File: src/rtl/axis_out_pkg.sv
package axis_out_pkg;
    parameter int SAMPLE_W    = 12;
    parameter int BYTE_W      = 8;
    parameter int WORD_W      = 2 * BYTE_W;
    parameter int ADDR_W      = 7;
    parameter int NUM_AXES    = 3;
    parameter logic [ADDR_W-1:0] STATUS_ADDR = 7'h27;
    parameter logic [ADDR_W-1:0] AXIS_BASE   = 7'h28;
endpackage

File: src/rtl/axis_fmt.sv
module axis_fmt #(
    parameter int SAMPLE_W = 12,
    parameter int WORD_W   = 16
) (
    input  logic [SAMPLE_W-1:0] sample_i,
    input  logic                left_i,
    output logic [WORD_W-1:0]   word_o
);
    localparam int PAD_W = WORD_W - SAMPLE_W;

    generate
        if (PAD_W > 0) begin : g_pad
            logic [WORD_W-1:0] right_w;
            logic [WORD_W-1:0] left_w;
            assign right_w = {{PAD_W{sample_i[SAMPLE_W-1]}}, sample_i};
            assign left_w  = {sample_i, {PAD_W{1'b0}}};
            assign word_o  = left_i ? left_w : right_w;
        end else begin : g_full
            logic unused_left;
            assign unused_left = left_i;
            assign word_o      = sample_i[SAMPLE_W-1 -: WORD_W];
        end
    endgenerate
endmodule

File: src/rtl/axis_lane.sv
module axis_lane #(
    parameter int SAMPLE_W = 12,
    parameter int BYTE_W   = 8
) (
    input  logic                clk,
    input  logic                rst_n,
    input  logic                strobe_i,
    input  logic [SAMPLE_W-1:0] sample_i,
    input  logic                left_i,
    input  logic                rd_lsb_i,
    input  logic                rd_msb_i,
    output logic [BYTE_W-1:0]   lsb_o,
    output logic [BYTE_W-1:0]   msb_o,
    output logic                da_o,
    output logic                ovr_o
);
    localparam int WORD_W = 2 * BYTE_W;

    typedef struct packed {
        logic [SAMPLE_W-1:0] data;
        logic                da;
        logic                ovr;
        logic [BYTE_W-1:0]   shadow;
        logic                shadow_vld;
    } lane_t;

    lane_t             st_d, st_q;
    logic [WORD_W-1:0] word_w;
    logic [BYTE_W-1:0] live_msb;

    axis_fmt #(.SAMPLE_W(SAMPLE_W), .WORD_W(WORD_W)) u_fmt (
        .sample_i (st_q.data),
        .left_i   (left_i),
        .word_o   (word_w)
    );

    assign live_msb = word_w[WORD_W-1:BYTE_W];

    always_comb begin
        logic da_c;
        logic ovr_c;
        st_d  = st_q;
        da_c  = rd_msb_i ? 1'b0 : st_q.da;
        ovr_c = rd_msb_i ? 1'b0 : st_q.ovr;
        st_d.da  = da_c;
        st_d.ovr = ovr_c;
        if (strobe_i) begin
            st_d.data = sample_i;
            st_d.ovr  = ovr_c | da_c;
            st_d.da   = 1'b1;
        end
        if (rd_lsb_i) begin
            st_d.shadow     = live_msb;
            st_d.shadow_vld = 1'b1;
        end else if (rd_msb_i) begin
            st_d.shadow_vld = 1'b0;
        end
    end

    always_ff @(posedge clk or negedge rst_n) begin
        if (!rst_n) st_q <= '0;
        else        st_q <= st_d;
    end

    assign lsb_o = word_w[BYTE_W-1:0];
    assign msb_o = st_q.shadow_vld ? st_q.shadow : live_msb;
    assign da_o  = st_q.da;
    assign ovr_o = st_q.ovr;

    assert_da_after_strobe_R5: assert property (@(posedge clk) disable iff (!rst_n)
        strobe_i |=> da_o);
    assert_msb_read_clears_R6: assert property (@(posedge clk) disable iff (!rst_n)
        (rd_msb_i && !strobe_i) |=> (!da_o && !ovr_o));
    assert_collision_no_ovr_R6: assert property (@(posedge clk) disable iff (!rst_n)
        (rd_msb_i && strobe_i) |=> (da_o && !ovr_o));
    assert_overrun_set_R7: assert property (@(posedge clk) disable iff (!rst_n)
        (strobe_i && da_o && !rd_msb_i) |=> ovr_o);
    assert_ovr_needs_da_R7: assert property (@(posedge clk) disable iff (!rst_n)
        ovr_o |-> da_o);
endmodule

File: src/rtl/axis_data_out.sv
module axis_data_out
    import axis_out_pkg::*;
(
    input  logic                clk,
    input  logic                rst_n,
    input  logic                align_left,
    input  logic                drdy_en,
    input  logic                smp_vld,
    input  logic [SAMPLE_W-1:0] smp_x,
    input  logic [SAMPLE_W-1:0] smp_y,
    input  logic [SAMPLE_W-1:0] smp_z,
    input  logic                rd_en,
    input  logic [ADDR_W-1:0]   rd_addr,
    output logic [BYTE_W-1:0]   rd_data,
    output logic                drdy
);
    localparam int ALL_BIT = NUM_AXES;
    localparam int OVR_LSB = NUM_AXES + 1;
    localparam int ANY_BIT = 2 * NUM_AXES + 1;

    logic [SAMPLE_W-1:0] smp_arr [NUM_AXES];
    logic [NUM_AXES-1:0] rd_lsb, rd_msb, da_v, ovr_v;
    logic [BYTE_W-1:0]   lsb_v [NUM_AXES];
    logic [BYTE_W-1:0]   msb_v [NUM_AXES];
    logic [BYTE_W-1:0]   status_d;
    logic [BYTE_W-1:0]   rd_data_d;

    assign smp_arr[0] = smp_x;
    assign smp_arr[1] = smp_y;
    assign smp_arr[2] = smp_z;

    generate
        for (genvar a = 0; a < NUM_AXES; a++) begin : g_axis
            localparam logic [ADDR_W-1:0] LSB_ADDR = AXIS_BASE + ADDR_W'(2 * a);
            localparam logic [ADDR_W-1:0] MSB_ADDR = AXIS_BASE + ADDR_W'(2 * a + 1);

            assign rd_lsb[a] = rd_en && (rd_addr == LSB_ADDR);
            assign rd_msb[a] = rd_en && (rd_addr == MSB_ADDR);

            axis_lane #(.SAMPLE_W(SAMPLE_W), .BYTE_W(BYTE_W)) u_lane (
                .clk      (clk),
                .rst_n    (rst_n),
                .strobe_i (smp_vld),
                .sample_i (smp_arr[a]),
                .left_i   (align_left),
                .rd_lsb_i (rd_lsb[a]),
                .rd_msb_i (rd_msb[a]),
                .lsb_o    (lsb_v[a]),
                .msb_o    (msb_v[a]),
                .da_o     (da_v[a]),
                .ovr_o    (ovr_v[a])
            );
        end
    endgenerate

    always_comb begin
        status_d                               = '0;
        status_d[NUM_AXES-1:0]                 = da_v;
        status_d[ALL_BIT]                      = &da_v;
        status_d[OVR_LSB +: NUM_AXES]          = ovr_v;
        status_d[ANY_BIT]                      = |ovr_v;
    end

    always_comb begin
        rd_data_d = '0;
        if (rd_en && rd_addr == STATUS_ADDR) rd_data_d = status_d;
        for (int a = 0; a < NUM_AXES; a++) begin
            if (rd_lsb[a]) rd_data_d = lsb_v[a];
            if (rd_msb[a]) rd_data_d = msb_v[a];
        end
    end

    assign rd_data = rd_data_d;
    assign drdy    = drdy_en && status_d[ALL_BIT];

    assert_drdy_after_strobe_R8: assert property (@(posedge clk) disable iff (!rst_n)
        (smp_vld && drdy_en) ##1 drdy_en |-> drdy);
    assert_drdy_needs_enable_R8: assert property (@(posedge clk) disable iff (!rst_n)
        drdy |-> drdy_en);
endmodule

File: config.mk
export PLATFORM = sky130hd
export DESIGN_NAME = axis_data_out
export DESIGN_NICKNAME = d
export VERILOG_FILES = /design/src/rtl/axis_out_pkg.sv /design/src/rtl/axis_fmt.sv /design/src/rtl/axis_lane.sv /design/src/rtl/axis_data_out.sv
export SDC_FILE = /design/constraint.sdc
export NUM_CORES = 1
export LEC_CHECK = 0
export BUFFER_PORTS_ARGS = -buffer_cell sky130_fd_sc_hd__buf_4
export CAP_MARGIN = 20
export CORE_MARGIN = 2
export CORE_UTILIZATION = 50
export DETAILED_ROUTE_END_ITERATION = 10
export GPL_TIMING_DRIVEN = 1
export PLACE_DENSITY = 0.71
export SLEW_MARGIN = 0
export SYNTH_ARGS = -nofsm -noshare
export SYNTH_HDL_FRONTEND = slang
export SYNTH_SLANG_ARGS = --single-unit
File: constraint.sdc
create_clock -name clk -period 1.8 [get_ports clk]
set_clock_uncertainty 0.05 [all_clocks]
set_input_delay 0.18 -clock clk [delete_from_list [all_inputs] [get_ports clk]]
set_output_delay 0.18 -clock clk [all_outputs]
set_load 0.01 [all_outputs]
==> impl.org, run 1 <==
** STA
- Post-route worst setup slack :: -266 ps
- The total count of max-transition violations in the final report was 0.
- The number of hold violations in the final report is 0.
- Setup violators final :: 8
- Fin Setup TNS :: -1690 ps
- Worst slew margin relative to its limit :: between 60% and 70%
- Crit path time final :: 2070 ps
- Setup repair after global routing could not meet its margin everywhere.
- For the pin with the worst max-slew slack, the measured transition is about 560 ps.
- Achievable Freq :: 484 MHz
- Of the available clock period, the critical path in the final layout requires 115%.

** Critical path
- Sequence of cells on the critical path :: mux2_4 -> mux2_4 -> o221ai_4 -> a31oi_1 -> buf_4
- The critical path is of the reg2out type.
- STA puts the critical path data required time at 1570 ps.
- For this run, the slowest stage of the critical path takes ~410 ps.
- The critical path starts at g_axis[0].u_lane.st_q[21].
- The startpoint identified for the worst register-to-register timing path is g_axis[0].u_lane.st_q[22].
- Kind of cell adding the most delay to the critical path :: multiplexers
- STA classifies the critical path startpoint as a flip-flop.
- Critical Path End Type :: output pin
- The slowest stage of the critical path belongs to the cell dfrtp_1.
- The worst register-to-register path has a setup slack of ~420 ps.
- Data on the critical path arrives at its endpoint at approximately 1800 ps.
- In this run the worst path has a maximum fanout of 3.
- Crit path buffers/inverters :: 1
- Most used cell along the critical path :: mux2_4

** Finish
- Counting the fill cells in the layout gives between 500 and 600.
- Cells with a size suffix above 1 make up 47.0% of the layout.
- Final antenna diode count :: 0
- Excluding fillers, the count of instances in the completed layout stands at between 600 and 700.
- From synthesis to final layout, the design area changed by 39.6%.
- In the final design database the tool counted 552 nets.
- Storage cell area :: 1730 um2
- Multi-input combinational cell area :: 2170 um2

** Route
- For this block, the routed nets add up to around 11 mm of wire.
- The count of nets left with antenna violations once routing finished came out at 0.
- For this run, design rule violations remaining after detail routing come to 0.
- Dividing the detail-routed via count by the number of cells gives about 5.6.
- Via total after detailed routing :: about 3,400
- The first detailed-routing pass took 6 iterations.
- The first routing iteration left roughly 180 violations.
- After detailed routing, the average wire length per cell comes to around 18 um.

** GRT
- Initial antenna violation count :: 0
- Entering global routing, the biggest net connects 43 pins.
- Global routing used a little over a quarter of the available tracks.
- The total overflow left after global routing is 0.
- Global routing used 44.7% of the available met2 tracks.
- Wire length of the first global-routing pass :: between 15 and 20 mm
- Via count of the first global-routing pass :: 3,397
- For met3 alone, demand over resource in global routing was between 5 and 6%.
- GRT busiest layer :: met2
- Met1 GRT Util :: around 36%

** Clock tree
- TritonCTS built the clock tree.
- CTS placed an instance of clkbuf_8 at the clock tree root.
- The H-tree generated during clock tree synthesis spans 3 levels.
- TritonCTS buffer count :: 9
- Clock-pin transition on the worst setup and hold timing paths :: 80 ps
- For the worst-skew pair, the clock arrives at the later sink with an insertion delay of about 350 ps.
- In this run the deepest clock path goes through 2 buffers.
- The clock drives 69 sinks.

** Yosys
- For this run, the leading register cell type out of synthesis is dfrtp_1.
- Synth warn :: 0
- Counting every net in the synthesized netlist gives 420.
- Fraction of the yosys area taken by sequential cells :: 44.4%
- Counting every instance in the synthesized netlist gives roughly 370.
- Mapped cell area :: between 3000 and 4000 um2
- FF+latch count, synth :: 69
- After synthesis, the netlist uses 47 different library cells.
- After synthesis, the mean cell area works out to 10.5 um2.
- Yosys mapped a number of flops with a built-in enable equal to 0.
- Fraction of registers with async set/reset :: between 90% and 100%

** Die
- Initial core utilization :: 50.9%
- Top-level I/O count :: 58
- Chip Width :: approximately 90 um
- Row count :: 32
- Total core area :: approximately 7600 um2
- The die is 92.2 um tall.
- The die covers between 8000 and 9000 um2.

** Outcome
- The run finished, with violations left.
- The checks that failed: setup timing.

** Place
- Placer's final routability congestion estimate :: 0.907
- Buffers placed on the I/O ports in this run total 57.
- HPWL after detailed placement :: 7.73 mm
- Number of instances in the placed design :: 570

** Hold path
- The startpoint identified for the worst hold timing path is smp_x[6].
- The tightest min-delay check is of the in2reg type.

** Pwr
- Worst ir drop on vdd :: 550 uV
- P_leak :: about 2.4 nW
- Power spread over the standard cell area amounts to around 750 nW/um2.

** Run
- Number of max-cap violations :: 0
-- metrics by stage --
stage	total power, mW	hold WS, ps	cell area [um2]	utilization [%]	setup slack, ps
after floorplan	2.21	-166	3890	-	76.1
after global placement	2.52	102	4810	63.0	-193
after detailed placement	2.55	103	4810	63.0	-184
after CTS	4.05	0.0331	5290	69.1	-307
after global routing	4.27	-0.147	5430	71.0	-343
final	4.08	10.9	5430	71.0	-266
-- per-layer routing --
metal,up-vias,wire length (um)
met5,-,0
met4,0,193
met3,21,536
met2,118,5240
met1,1656,4890
li1,1625,-
-- cell type report --
cell class	instances	area share (%)
well taps	102	2.35
clock inverters	6	1.73
clock buffers	10	2.35
repair buffers	147	21.6
inverters	4	0.276
flip-flops and latches	69	31.8
multi-input cells	272	39.9
-- layout by cell type, fill, tap and decap left out, drive strengths merged, types with 3 or more instances in the layout --
| cell type | netlist | final |
|---|---|---|
| or3 | 7 | 7 |
| o21ai | 32 | 32 |
| dlygate4sd3 | 0 | 15 |
| o221ai | 3 | 3 |
| nand4 | 3 | 3 |
| nor2 | 14 | 14 |
| buf | 11 | 132 |
| inv | 4 | 6 |
| a21o | 4 | 4 |
| and3b | 3 | 3 |
| dfrtp | 69 | 69 |
| nor3 | 5 | 5 |
| a211oi | 11 | 11 |
| a2bb2oi | 3 | 3 |
| clkbuf | 15 | 10 |
| mux2 | 62 | 62 |
| nand2 | 36 | 36 |
| nor3b | 3 | 3 |
| nor2b | 11 | 11 |
| o211ai | 5 | 5 |
| mux2i | 13 | 13 |
| nand3 | 4 | 4 |
| a21oi | 32 | 32 |
-- synth_stat cells (3+ instances only) --
cell	count	area (um2)
o21ai_0	28	140
buf_6	4	45.0
nand3_1	3	15.0
a2bb2oi_1	3	26.3
nand2_1	36	135
a21oi_1	32	160
nor3b_1	3	22.5
o211ai_1	5	37.5
mux2i_1	13	130
and3b_1	3	26.3
dfrtp_1	69	1730
nor2_1	14	52.6
or3_1	7	43.8
mux2_4	4	60.1
a21o_1	4	30.0
nand4_1	3	18.8
inv_1	4	15.0
mux2_2	58	653
nor2b_1	11	68.8
buf_2	6	30.0
clkbuf_1	15	56.3
o21ai_1	4	20.0
a211oi_1	11	82.6
nor3_1	5	25.0
-- state kept, by name, summed over array words and instances, names as in the netlist --
register	flops
g_axis.u_lane.da_o	3
g_axis.u_lane.st_q	63
g_axis.u_lane.ovr_o	3
-- worst paths after layout --
kind,to,depth (start not counted)
hold / removal,g_axis[0].u_lane.st_q[17],2
max in group asynchronous,g_axis[2].u_lane.st_q[0],3
min in group asynchronous,g_axis[1].u_lane.st_q[14],2
setup reg to reg,g_axis[0].u_lane.st_q[5],7
hold reg to reg,g_axis[2].u_lane.st_q[8],2
setup / recovery,rd_data[2],5
-- power breakdown --
part | switching (mW) | internal [mW]
sequential | 0.112 | 1.69
clock | 0.634 | 0.793
combinational | 0.375 | 0.479
total | 1.12 | 2.96
-- what timing repair did --
| item | 4_1_cts | 5_1_grt |
|---|---|---|
| pin swaps | 10 | 12 |
| hold endpoints to repair | 45 | 1 |
| setup endpoints to repair | 8 | 8 |
| setup buffers | 5 | 5 |
| hold buffers | 14 | 1 |
| gates resized for setup | 25 | 24 |
-- kinds of logic (layout without fill, tap and decap cells) --
group / count (synthesis) / after routing / share of synthesized area [%]
multiplexers: 75 / 75 / 21.7
buffers and inverters: 30 / 167 / 3.96
AO/OA/AOI/OAI: 100 / 100 / 15.7
flip-flops: 69 / 69 / 44.4
AND/OR/NAND/NOR: 97 / 97 / 14.3
Power figures use the tool's default switching activity.
==> run 2, diff against run 1 <==
==> constraint.sdc (replaced) <==
create_clock -name clk -period 1.8 [get_ports clk]
set_clock_uncertainty 0.05 [all_clocks]
set_input_delay 0.27 -clock clk [delete_from_list [all_inputs] [get_ports clk]]
set_output_delay 0.27 -clock clk [all_outputs]
set_load 0.01 [all_outputs]
==> run 2 against run 1 <==
Against the previous run:
- the run still ends with setup timing left
- hold slack improved by 73 ps
- sequential power barely moved
- clock power barely moved
- sequential cell count did not move
- combinational power rose by 7.0%
- count of clock-buffer cells in the layout rose by 3
- via count rose by 1.5%
- die area did not move
- largest cell class unchanged
- largest power group unchanged
- highest routed layer unchanged
==> impl.org, run 2 (same netlist as run 1, synthesis figures left out) <==
** Route
- Initial DRC count :: 205 (+11%)
- The number of DRC violations after detailed routing came to 0 (unchanged).
- DRT antenna net count :: 0 (unchanged)
- Via total after detailed routing :: 3,472 (+1.5%)
- The average wire per standard cell came to 18.8 um (+5.5%).
- The routed via count divided by cell count came to 5.74 (+2.4%).
- Total detailed-routing wirelength :: 11.4 mm (+4.7%)
- The first-pass iteration count of the detailed router is 5 (-1).

** Finish
- The net count of the finished layout came to 547 (-0.91%).
- Core utilization of the finished layout :: 72.5% (+1.5 points)
- Post-layout instance area :: 5540 um2 (+2.1%)
- Final cell count without fillers :: 605 (-0.82%)
- The number of flip-flops in the largest register was 63 (unchanged).
- Most common library cell in the layout ignoring fill and taps :: buf_4
- The multi-input combinational cell area is 2330 um2 (+7.3%).
- Share of final-layout standard cells stronger than drive strength 1 :: 53.7% (+6.6 points)
- Leaving out fill and tap cells, the most frequent cells in the layout are buf_4, dfrtp_1, mux2_2.
- Layout filler cell count :: 563 (-3.9%)
- Register bank with the most flops :: g_axis.u_lane.st_q
- Relative to the synthesized area, the layout overhead comes to 42.5%.
- Final antenna diode count :: 0 (unchanged)
- The combined flip-flop and latch cell area was 1730 um2 (unchanged).

** GRT
- Wire length of the first global-routing pass :: 18.5 mm (+5.1%)
- GR Util All Layers :: 28.5% (+1.5 points)
- The number of antenna violations at the first check in global routing was 0 (unchanged).
- Grt total ovfl :: 0 (unchanged)
- Via count of the first global-routing pass :: 3,584 (+5.5%)
- The pin count of the biggest net entering global routing is 41 (-4.7%).

** Critical path
- Crit path launch type :: flip-flop
- Type of the worst setup path :: reg2out
- The kind of cell with the highest combined delay along the critical path is multiplexers.
- Required time of the critical path :: 1480 ps (-90 ps)
- Worst endpoint data arrival time :: 1800 ps (-40 ps)
- Traced cell by cell, the critical path runs through mux2_2 -> mux2i_2 -> a21oi_1 -> a211oi_2 -> a211oi_2 -> buf_4.
- The number of buffers and inverters on the critical path is 1 (unchanged).
- Critical Path End Type :: output pin
- By instance count, the cell type seen most on the critical path is a211oi_2.
- On the critical path, the stage with the largest delay is an instance of dfrtp_1.
- Worst-path fanout max :: 2 (-1)
- CP peak stage delay :: 410 ps (about the same)

** Clock tree
- H-tree depth reported by CTS :: 3 (unchanged)
- TritonCTS built the clock tree.
- The maximum count of clock buffers along a single path is 2 (unchanged).
- Total clock sinks :: 69 (unchanged)
- Clock-pin transition on the worst setup and hold timing paths :: 80 ps (about the same)
- The clock latency at the later pin of the worst-skew pair is 360 ps (about the same).
- The tree is rooted in a clkbuf_8.
- TritonCTS buffer count :: 9 (unchanged)

** Die
- Top-level I/O count :: 58 (unchanged)
- Row count :: 32 (unchanged)
- The total die area came to 8500 um2 (unchanged).
- Chip Width :: 92.2 um (unchanged)
- Height of the die :: 92.2 um (unchanged)
- Total core area :: 7650 um2 (unchanged)
- The effective utilization at floorplan is 50.9% (unchanged).

** Run
- The max-cap check violation count is 0 (unchanged).

** Pwr
- The worst ir drop on vdd came to 495 uV (-9.9%).
- The overall power consumption is 4.18 mW (+2.4%).
- Power density normalized to cell area :: 753 nW/um2 (+0.30%)
- P_leak :: 2.43 nW (+0.90%)

** STA
- The worst slew slack as a fraction of its limit came to 65.7% (+2.8 points).
- The worst hold-check slack was 83.9 ps (+73.0 ps).
- Slew at the pin closest to its max-slew limit :: 515 ps (-41.8 ps)
- Hold violation count in the final report :: 0 (unchanged)
- Achievable Freq :: 471 MHz (-2.7%)
- The total count of max-transition violations in the final report came to 0 (unchanged).
- The share of the clock period used by the worst path after layout is 118% (+3.2 points).
- Crit path time final :: 2120 ps (+58.0 ps)
- The sum of negative setup slack was -2170 ps (-477 ps).
- Unrepaired setup endpoints after global routing :: true
- The post-route worst setup slack is -324 ps (-58.0 ps).
- The setup violation total in the final timing report came to 8 (unchanged).

** Place
- The total instance count after detailed placement came to 582 (+2.1%).
- Worst slack, placed :: -272 ps (-87.3 ps)
- The half-perimeter wire length after placement is 8.25 mm (+6.8%).
- Placer's final routability congestion estimate :: 0.987 (+8.8%)
- Count of buffers from port buffering :: 57 (unchanged)
- Cell area after placement :: 4940 um2 (+2.5%)

** Hold path
- Worst min-delay path class :: in2reg

** Outcome
- Violated checks :: setup timing
- The flow ran to the end, but the final reports show violations.
-- run 2: cell count changes in the layout (fill, tap and decap cells not counted), moves of 3 or more --
cell and change:
mux2_2 -3, mux2i_1 -3, a211oi_1 -3, buf_4 +6
a211oi_2 +3, o21ai_2 +3, dlygate4sd3_1 -14, mux2_4 +3
a21oi_2 +3, a21oi_1 -7, a21oi_4 +4
-- run 2: what timing repair did --
| action | 4_1_cts | 5_1_grt |
|---|---|---|
| setup buffers | 6 | 2 |
| endpoints found under the setup margin | 8 | 8 |
| resized for setup | 53 | 28 |
| pin swaps | 26 | 11 |
| hold buffers | 1 | 0 |
| hold endpoints to repair | 22 | 0 |
-- run 2: power by group --
part | internal, mW | total [mW] | leakage (nW) | switching [mW]
Sequential | 1.69 | 1.81 | 0.836 | 0.119
Combinational | 0.504 | 0.915 | 1.48 | 0.411
Clock | 0.858 | 1.46 | 0.110 | 0.598
Total | 3.05 | 4.18 | 2.43 | 1.13
-- run 2: cell type report --
| type | instances | share of cell area [%] |
|---|---|---|
| clock buffer | 13 | 2.87 |
| clock inverter | 3 | 1.22 |
| inverter | 4 | 0.271 |
| multi-input combinational | 272 | 42.0 |
| sequential | 69 | 31.2 |
| tap | 102 | 2.30 |
| timing repair buffer | 142 | 20.2 |
-- run 2: final timing paths --
path                                           startpoint                         to  slack, ps  cells after the start
worst min-delay path                             smp_y[1]  g_axis[1].u_lane.st_q[12]         80                      2
min in group asynchronous                           rst_n  g_axis[1].u_lane.st_q[16]        300                      2
worst max-delay path            g_axis[1].u_lane.st_q[16]                 rd_data[1]       -320                      6
worst min register to register   g_axis[2].u_lane.st_q[8]   g_axis[2].u_lane.st_q[8]        420                      2
worst max register to register  g_axis[1].u_lane.st_q[22]   g_axis[1].u_lane.st_q[5]        450                      7
max in group asynchronous                           rst_n   g_axis[0].u_lane.st_q[8]        810                      3
-- run 2: per-layer routing --
layer | part of all wire, % | vias up | wire length (um) | track usage, %
met2 | 49 | 114 | 5530 | 46.7
li1 | - | 1611 | - | -
met5 | 0 | - | 0 | 0
met4 | 3.0 | 0 | 336 | 11.2
met1 | 43 | 1716 | 4870 | 36.7
met3 | 5.7 | 31 | 644 | 6.41
